<file path="src/rtl/msic_pkg.sv">
package msic_pkg;

  typedef enum logic {
    MODE_PER_CLOCK = 1'b0,
    MODE_PER_SCAN  = 1'b1
  } tpg_mode_e;

  // Feedback masks for maximal-length shift-left Fibonacci LFSRs.
  // Bit (t-1) set means register bit t-1 takes part in the feedback XOR.
  function automatic logic [15:0] lfsr_taps(input int w);
    logic [15:0] m;
    case (w)
      3:       m = 16'h0006;
      4:       m = 16'h000C;
      5:       m = 16'h0014;
      6:       m = 16'h0030;
      7:       m = 16'h0060;
      8:       m = 16'h00B8;
      9:       m = 16'h0110;
      10:      m = 16'h0240;
      11:      m = 16'h0500;
      12:      m = 16'h0829;
      13:      m = 16'h100D;
      14:      m = 16'h2015;
      15:      m = 16'h6000;
      16:      m = 16'hD008;
      default: m = 16'h0000;
    endcase
    return m;
  endfunction

endpackage

</file>
<file path="src/rtl/msic_johnson.sv">
module msic_johnson #(
  parameter int L = 8
) (
  input  logic         clk,
  input  logic         rst,
  input  logic         clr_i,
  input  logic         adv_i,
  output logic [L-1:0] state_o,
  output logic         wrap_o
);
  localparam logic [L-1:0] LAST_STATE = {1'b1, {(L-1){1'b0}}};

  logic [L-1:0] state_q;

  always_ff @(posedge clk) begin
    if (rst || clr_i) begin
      state_q <= '0;
    end else if (adv_i) begin
      state_q <= {state_q[L-2:0], ~state_q[L-1]};
    end
  end

  assign state_o = state_q;
  assign wrap_o  = adv_i && !clr_i && (state_q == LAST_STATE);

  // Each advance flips exactly one stage.
  assert_ring_single_flip_R3: assert property (@(posedge clk) disable iff (rst)
    (adv_i && !clr_i) |=> ($countones(state_q ^ $past(state_q)) == 1));

  // After a wrap the ring is back at zero.
  assert_ring_wrap_zero_R3: assert property (@(posedge clk) disable iff (rst)
    wrap_o |=> (state_q == '0));

  // Without an advance or a clear the ring holds.
  assert_ring_hold_R8: assert property (@(posedge clk) disable iff (rst)
    (!adv_i && !clr_i) |=> $stable(state_q));

endmodule

</file>
<file path="src/rtl/msic_lfsr.sv">
module msic_lfsr
  import msic_pkg::*;
#(
  parameter int          SW         = 8,
  parameter int unsigned SEED_RESET = 32'h5A
) (
  input  logic          clk,
  input  logic          rst,
  input  logic          step_i,
  output logic [SW-1:0] seed_o
);
  localparam logic [15:0]   TAP_ALL = lfsr_taps(SW);
  localparam logic [SW-1:0] TAPS    = TAP_ALL[SW-1:0];
  localparam logic [SW-1:0] SEED_V  = SW'(SEED_RESET);

  generate
    if (SW < 3 || SW > 16) begin : g_bad_width
      $error("seed width out of supported range");
    end
    if (SEED_V == '0) begin : g_bad_seed
      $error("reset seed must be nonzero");
    end
  endgenerate

  logic [SW-1:0] q;
  logic          fb;

  assign fb = ^(q & TAPS);

  always_ff @(posedge clk) begin
    if (rst) begin
      q <= SEED_V;
    end else if (step_i) begin
      q <= {q[SW-2:0], fb};
    end
  end

  assign seed_o = q;

  assert_seed_nonzero_R5: assert property (@(posedge clk) disable iff (rst)
    (q != '0));

  assert_seed_holds_R5: assert property (@(posedge clk) disable iff (rst)
    !step_i |=> $stable(q));

endmodule

</file>
<file path="src/rtl/msic_scan_seq.sv">
module msic_scan_seq #(
  parameter int L  = 8,
  parameter int CW = $clog2(L + 1)
) (
  input  logic          clk,
  input  logic          rst,
  input  logic          clr_i,
  input  logic          run_i,
  input  logic          step_i,
  output logic [CW-1:0] pos_o,
  output logic          shift_o,
  output logic          capture_o
);
  localparam logic [CW-1:0] CAP_POS = CW'(L);

  logic [CW-1:0] pos_q;

  always_ff @(posedge clk) begin
    if (rst || clr_i || !run_i) begin
      pos_q <= '0;
    end else if (step_i) begin
      pos_q <= (pos_q == CAP_POS) ? '0 : pos_q + 1'b1;
    end
  end

  assign pos_o     = pos_q;
  assign capture_o = (pos_q == CAP_POS);
  assign shift_o   = !capture_o;

  assert_pos_in_range_R7: assert property (@(posedge clk) disable iff (rst)
    (pos_q <= CAP_POS));

  // The last accepted shift is always followed by the capture slot.
  assert_capture_follows_R7: assert property (@(posedge clk) disable iff (rst)
    (run_i && step_i && !clr_i && pos_q == CAP_POS - 1'b1) |=> capture_o);

endmodule

</file>
<file path="src/rtl/msic_xor_bank.sv">
module msic_xor_bank #(
  parameter int L  = 8,
  parameter int M  = 4,
  parameter int SW = 8,
  parameter int CW = $clog2(L + 1)
) (
  input  logic [SW-1:0] seed_i,
  input  logic [L-1:0]  ring_i,
  input  logic [CW-1:0] pos_i,
  input  logic          shift_on_i,
  output logic [L-1:0]  vec_o,
  output logic [M-1:0]  scan_o
);
  logic [L-1:0] pos_hit;
  logic         ring_bit;

  genvar j;
  generate
    for (j = 0; j < L; j++) begin : g_par
      assign vec_o[j]   = seed_i[j % SW] ^ ring_i[j];
      assign pos_hit[j] = (pos_i == CW'(j));
    end
  endgenerate

  assign ring_bit = |(pos_hit & ring_i);

  genvar i;
  generate
    for (i = 0; i < M; i++) begin : g_chain
      assign scan_o[i] = shift_on_i & (seed_i[i] ^ ring_bit);
    end
  endgenerate

endmodule

</file>
<file path="src/rtl/msic_tpg.sv">
module msic_tpg
  import msic_pkg::*;
#(
  parameter int          L          = 8,
  parameter int          M          = 4,
  parameter int          SW         = 8,
  parameter int unsigned SEED_RESET = 32'h5A
) (
  input  logic         clk,
  input  logic         rst,
  input  logic         init_i,
  input  logic         mode_i,
  input  logic         en_i,
  input  logic         out_ready_i,
  output logic         out_valid_o,
  output logic [L-1:0] vec_o,
  output logic [M-1:0] scan_in_o,
  output logic         scan_en_o,
  output logic         done_o
);
  localparam int CW = $clog2(L + 1);

  generate
    if (SW < M) begin : g_bad_seed_width
      $error("seed register narrower than chain count");
    end
    if (L < 2) begin : g_bad_len
      $error("chain length must be at least 2");
    end
  endgenerate

  tpg_mode_e     mode;
  logic          xfer;
  logic          ring_adv;
  logic          ring_wrap;
  logic [L-1:0]  ring;
  logic [SW-1:0] seed;
  logic [CW-1:0] pos;
  logic          shift_slot;
  logic          cap_slot;
  logic          seed_step;
  logic          scan_active;
  logic          done_q;

  assign mode        = tpg_mode_e'(mode_i);
  assign out_valid_o = en_i;
  assign xfer        = en_i && out_ready_i;
  assign ring_adv    = xfer && !init_i &&
                       ((mode == MODE_PER_CLOCK) || cap_slot);
  assign seed_step   = init_i || ring_wrap;
  assign scan_active = (mode == MODE_PER_SCAN) && shift_slot;

  msic_johnson #(.L(L)) u_ring (
    .clk     (clk),
    .rst     (rst),
    .clr_i   (init_i),
    .adv_i   (ring_adv),
    .state_o (ring),
    .wrap_o  (ring_wrap)
  );

  msic_lfsr #(.SW(SW), .SEED_RESET(SEED_RESET)) u_seed (
    .clk    (clk),
    .rst    (rst),
    .step_i (seed_step),
    .seed_o (seed)
  );

  msic_scan_seq #(.L(L), .CW(CW)) u_seq (
    .clk       (clk),
    .rst       (rst),
    .clr_i     (init_i),
    .run_i     (mode == MODE_PER_SCAN),
    .step_i    (xfer),
    .pos_o     (pos),
    .shift_o   (shift_slot),
    .capture_o (cap_slot)
  );

  msic_xor_bank #(.L(L), .M(M), .SW(SW), .CW(CW)) u_xor (
    .seed_i     (seed),
    .ring_i     (ring),
    .pos_i      (pos),
    .shift_on_i (scan_active),
    .vec_o      (vec_o),
    .scan_o     (scan_in_o)
  );

  always_ff @(posedge clk) begin
    if (rst) begin
      done_q <= 1'b0;
    end else begin
      done_q <= ring_wrap;
    end
  end

  assign scan_en_o = scan_active;
  assign done_o    = done_q;

  assert_done_single_R6: assert property (@(posedge clk) disable iff (rst)
    done_o |=> !done_o);

  assert_init_no_done_R9: assert property (@(posedge clk) disable iff (rst)
    init_i |=> !done_o);

  assert_stall_hold_R8: assert property (@(posedge clk) disable iff (rst)
    (out_valid_o && !out_ready_i && !init_i) |=>
      ($stable(vec_o) && !done_o && (!$stable(mode_i) || $stable(scan_in_o))));

  assert_clock_mode_quiet_R2: assert property (@(posedge clk) disable iff (rst)
    (mode_i == 1'b0) |-> (!scan_en_o && scan_in_o == '0));

  assert_sic_step_R4: assert property (@(posedge clk) disable iff (rst)
    (ring_adv && !ring_wrap) |=> ($countones(vec_o ^ $past(vec_o)) == 1));

endmodule

</file>
<file path="config.mk">
export PLATFORM = sky130hd
export DESIGN_NAME = msic_tpg
export DESIGN_NICKNAME = d
export VERILOG_FILES = /design/src/rtl/msic_pkg.sv /design/src/rtl/msic_johnson.sv /design/src/rtl/msic_lfsr.sv /design/src/rtl/msic_scan_seq.sv /design/src/rtl/msic_xor_bank.sv /design/src/rtl/msic_tpg.sv
export SDC_FILE = /design/constraint.sdc
export NUM_CORES = 1
export LEC_CHECK = 0
export CAP_MARGIN = 20
export CORE_UTILIZATION = 51
export DETAILED_ROUTE_END_ITERATION = 12
export GPL_TIMING_DRIVEN = 1
export PLACE_DENSITY = 0.83
export SYNTH_ARGS = -nofsm -noshare
export SYNTH_HDL_FRONTEND = slang
export SYNTH_SLANG_ARGS = --single-unit
</file>
<file path="constraint.sdc">
create_clock -name clk -period 2.15 [get_ports clk]
set_input_delay 0.215 -clock clk [delete_from_list [all_inputs] [get_ports clk]]
set_output_delay 0.215 -clock clk [all_outputs]
set_load 0.05 [all_outputs]
</file>
Word level (Yosys, flattened, before mapping)

Index checks and enable logic that the tools add are counted.
Widths: inputs -> output; s select.

Mux-type cells: 1
$add $sub $neg: 1
Bitwise logic cells: 19
Equal/unequal tests: 9
Reductions and logical operators: 16

Operators with widths:

| operator            | number |
|---|---|
| $eq 4x3->1 const B  | 4 |
| $xor 1x1->1         | 12 |
| $and 8x8->8         | 1 |
| $eq 4x2->1 const B  | 2 |
| $eq 8x8->1 const B  | 1 |
| $reduce_or 8->1     | 1 |
| $reduce_xor 8->1    | 1 |
| $logic_and 1x1->1   | 6 |
| $add 4x1->4 const B | 1 |
| $and 1x1->1         | 4 |
| $eq 4x1->1 const B  | 1 |
| $eq 4x4->1 const B  | 1 |
| $logic_not 4->1     | 1 |
| $logic_or 1x1->1    | 4 |
| $mux 4              | 1 |
| $logic_not 1->1     | 3 |
| $not 1->1           | 2 |

Output and inout port bits: 15
Bits of input ports: 6
Word-level logic and storage cells: 50
Bits in registers: 21

Longest topological paths before layout

Gate-level depths: netlist of run 1.

Depth after elaboration: 6
Depth in mapped cells: 7
Gate-level depth less buffers: 6

Hierarchy

A second synthesis of run 1 with hierarchy kept.

Cell total of the unflattened synthesis: 121
Area, all modules: 1172.4 µm²

By module, submodules not included:

| module        | cells an instance | times used | seq. area each (µm²) | area each (µm²) |
|---|---|---|---|---|
| msic_johnson  | 31                | 1          | 160.2                | 325.3 |
| msic_lfsr     | 29                | 1          | 160.2                | 314.1 |
| msic_scan_seq | 27                | 1          | 80.1                 | 235.2 |
| msic_xor_bank | 26                | 1          | 0.0                  | 224.0 |
| msic_tpg      | 8                 | 1          | 20.0                 | 73.8 |

Least setup slack after synthesis of run 1

Ideal clock, no wire load.

Path kind: register to output
Start: reg u_seq.pos_q[0], in the netlist u_seq.pos_o[0]
End: out scan_in_o[0]
Buffers on the path: 1
Arrival time: 2.398 ns
Path slack: -0.463 ns
Stages on the path, launching flop included: 8
Path through: dfxtp_1 inv_1 ha_1 nand3b_1 and2_1 clkbuf_1 nand2_1 mux2i_1

Elaborated cells between the ends (all ways): 15
Those cells by class: eq/ne: 8; bitwise: 3; reduce/logical: 4

RTL lines:

| what                     | line                | text |
|---|---|---|
| start: declaration       | msic_scan_seq.sv:16 | `logic [CW-1:0] pos_q;` |
| start signal: assignment | msic_scan_seq.sv:22 | `pos_q <= (pos_q == CAP_POS) ? '0 : pos_q + 1'b1;` |
| $eq 4x4->1               | msic_scan_seq.sv:27 | `assign capture_o = (pos_q == CAP_POS);` |
| $logic_not 1->1          | msic_scan_seq.sv:28 | `assign shift_o = !capture_o;` |
| $logic_and 1x1->1        | msic_tpg.sv:51      | `assign scan_active = (mode == MODE_PER_SCAN) && shift_slot;` |
| net scan_en_o            | msic_tpg.sv:18      | `output logic scan_en_o,` |
| $and 1x1->1              | msic_xor_bank.sv:30 | `assign scan_o[i] = shift_on_i & (seed_i[i] ^ ring_bit);` |
| end: declaration         | msic_tpg.sv:17      | `output logic [M-1:0] scan_in_o,` |

The timed path passes the listed nets, and every way through them passes these cells.

Worst setup path in the final report of run 1

Start: reg u_seq.pos_q[0], in the netlist u_seq.pos_o[0]
End: out scan_in_o[1]

Longest elaborated chain between the ends: 5
Elaborated cells between the ends (all ways): 15
Those cells by class: eq/ne: 8; bitwise: 3; reduce/logical: 4

Ends and longest elaborated chain:

| what                               | line                | text |
|---|---|---|
| $eq 4x1->1 (tied with other cells) | msic_xor_bank.sv:21 | `assign pos_hit[j] = (pos_i == CW'(j));` |
| $and 8x8->8                        | msic_xor_bank.sv:25 | `assign ring_bit = \|(pos_hit & ring_i);` |
| $reduce_or 8->1                    | msic_xor_bank.sv:25 |  |
| $xor 1x1->1                        | msic_xor_bank.sv:30 |  |
| $and 1x1->1 (*)                    | msic_xor_bank.sv:30 |  |

Mark *: on every way between the ends. The rest lies on a longest branch, timed or not.

==> results.md, run 1 <==
- Final Instance Count excl. Fillers: 182
- Status: complete, but fails checks
- P_int: 0.591 mW
- WP buf/inv: 2
- N_diodes: 0
- Initial DRT Pass Iterations: 4
- Layout Skew: 8.02 ps
- Clock root cell: clkbuf_4
- GR peak layer: met2
- Period minus WS final: 2300 ps
- RSZ-0062 raised after global routing: true
- Overall Global Routing Usage: 0.229
- DRC Markers: 0
- Most frequent cells in the layout: 21 x nor2_1, 19 x dfxtp_1, 15 x clkdlybuf4s50_1
- Mapped Area: 0.00121 mm2
- Register share of total power: 0.473
- Final instance area: 0.00165 mm2
- Routing usage on met1: 0.272
- Worst Setup Path Type: reg -> out
- Post-Syn Nets: 141
- Hold_buf cts: 0
- Inserted Clock Buffers: 3
- Worst-margin pin slew: 507 ps
- Slowest cell on crit path: or4_4
- Share of synthesized registers carrying an async set or reset: 0
- WL final: 2680 um
- Sw power: 0.309 mW
- CP peak stage delay: 490 ps
- ANT nets after route: 0
- Vias in the first global route: 972
- Final Max Slew Viols: 0
- Number of synthesized flops with an enable pin: 0
- Worst Hold Class: reg -> reg
- # rows: 17
- Initial Utilization: 0.545
- Clock transition at path regs: 130 ps
- Initial antenna violation count: 0
- Critical path capture point type: output pin
- Met3 usage in global routing: 0.0424
- Worst Slack Setup Final: -153 ps
- Worst Path Required: 1930 ps
- Port buffer count: 20
- Origin of the worst setup path: u_seq.pos_o[0]$_SDFFE_PP0N_
- Fin Hold WS: 512 ps
- Cells after synthesis: 131
- Placed cells: 177
- Clk_lat worst skew: 320 ps
- Clock sink total: 21
- Detail Placement HPWL: 1940 um
- Final Hold Fails: 0
- Max Freq: 0.434 GHz
- Core Region: 0.00221 mm2
- Layout area overhead: 36.8%
- Util after Layout: 0.746
- Synth Register Bits: 21
- Combinational share of power: 0.299
- Top cell family by delay on the critical path: simple AND/OR/NAND/NOR gates
- Slew headroom: 0.661
- DRT iter0 DRCs: 22
- Cell variety after synth: 34
- Ratio of cells with drive above 1 in the final layout: 0.253
- Mean Syn Cell Area: 9.21 um2
- Violated checks: setup timing
- R2R depth: 6
- Sequential fraction of the synthesis area: 0.349
- Worst R2R Setup Slack: 460 ps
- FF-to-FF End: u_seed.seed_o[0]$_SDFFE_PP0P_
- Die area: 0.00256 mm2
- Final net count: 165
- CTS tree: built
- Worst r2r src: u_seq.pos_o[1]$_SDFFE_PP0N_
- Yosys warning count: 0
- DR WL/cell: 14.7 um
- Pleak: 0.618 nW
- Clock share of power: 0.227
- Via count: 981
- Max IR drop VDD: 0.000540 V
- Total gr overflow: 0
- CP max FO: 7
- CTS max path bufs: 2
- Critical path depth: 7
- Crit path launch type: register
- Fin Setup TNS: -493 ps
- Top_reg_cell synth: dfxtp_1
- Largest net degree at the start of global routing: 14
- Gpl congestion: 0.805
- Vias per cell: 5.39
- Final setup fails: 4
- Critical path cell sequence: inv_4, ha_2, a22oi_1, and3_4, or4_4, a21boi_4, buf_12
- H-tree depth: 1
- Met2 usage: 0.400
- Critical path data arrival time: 2090 ps
- DP Area: 0.00154 mm2
- Cell Pwr Density: 545 mW/mm2
- Commonest non-fill, non-tap cell in the layout: nor2_1
- Switching portion of total power: 0.343
- I/O pin count: 21
- Die Y: 50.6 um
- Critical Path Sink: scan_in_o[1]
- Max_cap viols: 0
- Die width: 50.6 um
- Global-route wire length before repair: 4310 um
- Final period utilization: 1.07
## final cells by class
type	instances	area (um2)
Clock buffer	3	22.5
Tap cell	28	35.0
Clock inverter	1	7.51
Fill cell	165	562
Sequential cell	21	428
Multi-Input combinational cell	98	835
Timing Repair Buffer	27	303
Inverter	4	20.0
## worst min-delay path, stage by stage, from the launching register on
cell      delay [ps]
dfxtp_1          350
nand2b_1          70
mux2i_1           60
## cell families after synthesis
logic type,Yosys count,synth area share
buffers and inverters,12,0.0487
and+or+nand+nor,48,0.217
DFF,21,0.349
xor gates and xnor gates,14,0.102
adders and majority gates,4,0.0415
AOI/OAI and AO/OA,16,0.109
muxes,16,0.134
## flip-flops by register name (all words and copies together), names as in the netlist
signal          flops
u_seed.seed_o       8
u_ring.state_o      8
done_o              1
u_seq.pos_o         4
## cells in the mapped netlist (2+ instances only)
master,instances,area [um2]
dfxtp_1,21,420
nor2_1,21,78.8
mux2i_1,15,150
xor2_1,9,78.8
nand2_1,7,26.3
nand2b_1,6,37.5
xnor2_1,5,43.8
ha_1,4,50.1
inv_1,4,15.0
a21boi_1,3,22.5
clkbuf_1,3,11.3
o31ai_1,3,22.5
or4_1,3,22.5
a211oi_1,2,15.0
a21oi_1,2,10.0
a22o_1,2,17.5
a22oi_1,2,15.0
and2_1,2,12.5
buf_2,2,10.0
## metal layers
layer / vias to the layer above / share of wire
met3: 2 / 0.022
li1: 495 / -
met5: - / 0
met1: 469 / 0.47
met4: 0 / 0.013
met2: 15 / 0.50
## per-stage QoR
stage / setup WS, ps / power, mW
finish: -153 / 0.900
global route: -191 / 0.930
CTS: -113 / 0.906
global placement: 153 / 0.696
floorplan: 90.0 / 0.607
detailed placement: 106 / 0.701
## timing repair
action	4_1_cts	5_1_grt
pin swaps	5	0
setup endpoints to repair	4	4
gates resized for setup	18	2
setup buffers	1	0
## worst min path at each step
stage	from	to	slack [ps]	cells after the start
6_report	u_seed.seed_o[6]$_SDFFE_PP1P_	u_seed.seed_o[7]$_SDFFE_PP0P_	510	2
5_1_grt	u_seed.seed_o[6]$_SDFFE_PP1P_	u_seed.seed_o[7]$_SDFFE_PP0P_	550	2
4_1_cts	mode_i	u_seq.pos_o[1]$_SDFFE_PP0N_	510	3
3_5_place_dp	u_seed.seed_o[6]$_SDFFE_PP1P_	u_seed.seed_o[7]$_SDFFE_PP0P_	500	2
3_3_place_gp	u_seed.seed_o[6]$_SDFFE_PP1P_	u_seed.seed_o[7]$_SDFFE_PP0P_	480	2
2_1_floorplan	mode_i	u_seq.pos_o[1]$_SDFFE_PP0N_	330	2
## power groups by stage
stage,registers [mW],clock network [mW],logic (mW)
floorplan,0.430,0,0.177
global placement,0.435,0,0.261
detailed placement,0.435,0,0.265
CTS,0.425,0.211,0.270
global route,0.428,0.219,0.283
finish,0.426,0.205,0.269
(Power assumes the default switching activity.)
==> run 2, diff against run 1 <==
--- a/config.mk
+++ b/config.mk
@@ -13,3 +13,4 @@
 export SYNTH_ARGS = -nofsm -noshare
 export SYNTH_HDL_FRONTEND = slang
 export SYNTH_SLANG_ARGS = --single-unit
+export TNS_END_PERCENT = 100
==> results of run 2 <==
Final layout, timing and power as in run 1 (identical DEF).
==> run 3, diff against run 2 <==
--- a/config.mk
+++ b/config.mk
@@ -10,6 +10,7 @@
 export DETAILED_ROUTE_END_ITERATION = 12
 export GPL_TIMING_DRIVEN = 1
 export PLACE_DENSITY = 0.83
+export SETUP_SLACK_MARGIN = 0.1
 export SYNTH_ARGS = -nofsm -noshare
 export SYNTH_HDL_FRONTEND = slang
 export SYNTH_SLANG_ARGS = --single-unit
==> results.md, run 3 (same netlist as run 1, synthesis figures left out) <==
- Clock root cell: clkbuf_4
- Max IR drop VDD: 0.000371 V
- Clk_lat worst skew: 290 ps
- Wl on met1: 1250 um
- Fin Hold WS: 519 ps
- Final Hold Fails: 0
- Final net count: 168
- Vias in the first global route: 975
- Die Y: 50.6 um
- Hold_buf cts: 0
- Placed cells: 176
- Slew headroom: 0.662
- Worst Hold Class: reg -> reg
- Layout Skew: 10.4 ps
- Pleak: 0.679 nW
- Crit path launch type: register
- Period minus WS final: 2290 ps
- Layout area overhead: 40.8%
- Violated checks: setup timing
- RSZ-0062 raised after global routing: true
- Largest net degree at the start of global routing: 12
- Most frequent cells in the layout: 21 x nor2_1, 19 x dfxtp_1, 14 x mux2i_1
- Port buffer count: 20
- Metal3 WL: 143 um
- Final period utilization: 1.06
- Clock transition at path regs: 110 ps
- Die area: 0.00256 mm2
- Overall Global Routing Usage: 0.242
- Critical path capture point type: output pin
- Initial antenna violation count: 0
- CP max FO: 7
- Final Max Slew Viols: 0
- DR WL/cell: 16.2 um
- Total gr overflow: 0
- DR WL met2: 1560 um
- I/O pin count: 21
- Worst Path Required: 1930 ps
- Via count: 1,029
- ANT nets after route: 0
- Commonest non-fill, non-tap cell in the layout: nor2_1
- Final Instance Count excl. Fillers: 185
- Clock sink total: 21
- Inserted Clock Buffers: 3
- Core Region: 0.00221 mm2
- Power, Total: 0.882 mW
- Max_cap viols: 0
- DRC Markers: 0
- # rows: 17
- Worst Slack Setup Final: -138 ps
- Status: complete, but fails checks
- Gpl congestion: 0.777
- Global-route wire length before repair: 4580 um
- Fin Setup TNS: -519 ps
- N_diodes: 0
- Initial DRT Pass Iterations: 6
- Initial Utilization: 0.545
- CTS max path bufs: 2
- DRT iter0 DRCs: 40
- Worst-margin pin slew: 505 ps
- Worst Setup Path Type: reg -> out
- Detail Placement HPWL: 1970 um
- WL final: 3000 um
- Cell Pwr Density: 520 mW/mm2
- Critical path data arrival time: 2070 ps
- H-tree depth: 1
- CTS tree: built
- Die width: 50.6 um
- Max Used Layer: met4
- Vias per cell: 5.56
- Max Freq: 0.437 GHz
- Final setup fails: 4
- Ratio of cells with drive above 1 in the final layout: 0.274
## run 3: repair_timing
action | in CTS | in global routing
endpoints found under the setup margin | 4 | 7
gates resized for setup | 17 | 9
pin swaps | 6 | 4
hold endpoints to repair | 0 | 0
cloned | 0 | 0
buffers inserted | 4 | 1
## run 3: final cells by class
type	instances	area, um2
multi-input combinational	98	853
fill	143	514
sequential	21	425
timing repair buffer	30	343
tap	28	35.0
clock buffer	4	26.3
inverter	4	15.0
## run 3: critical path, cell delays in order, from the launching register on
cell	delay, ps
dfxtp_4	390
inv_2	70
ha_4	170
a22o_1	240
nor3_4	350
nor3_2	60
buf_4	150
mux2i_4	180
buf_12	160
## run 3: path summary, 6_finish.rpt
kind | start | endpoint | slack (ps) | cells past startpoint
max | u_seq.pos_o[1]$_SDFFE_PP0N_ | scan_in_o[0] | -140 | 8
max reg2reg | u_seq.pos_o[1]$_SDFFE_PP0N_ | u_seed.seed_o[0]$_SDFFE_PP0P_ | 270 | 7
min reg2reg | u_seed.seed_o[6]$_SDFFE_PP1P_ | u_seed.seed_o[7]$_SDFFE_PP0P_ | 520 | 2
min | u_seed.seed_o[6]$_SDFFE_PP1P_ | u_seed.seed_o[7]$_SDFFE_PP0P_ | 520 | 2
## run 3: per-stage QoR
step / setup WS (ps) / instance area [um2] / util
final: -138 / 1700 / 0.768
after global routing: -207 / 1700 / 0.768
after CTS: -127 / 1660 / 0.748
after detailed placement: 94.4 / 1530 / 0.692
after global placement: 143 / 1530 / 0.692
after floorplan: 105 / 1250 / -
## run 3: report_power, final
part	total (mW)	internal [mW]	switching [mW]
logic	0.274	0.118	0.155
registers	0.428	0.404	0.0239
clock network	0.181	0.0720	0.109
## run 3: metal layers
layer,track usage,vias up
met5,0,-
met4,0.0417,0
met3,0.0515,8
met2,0.431,43
met1,0.301,478
li1,-,500
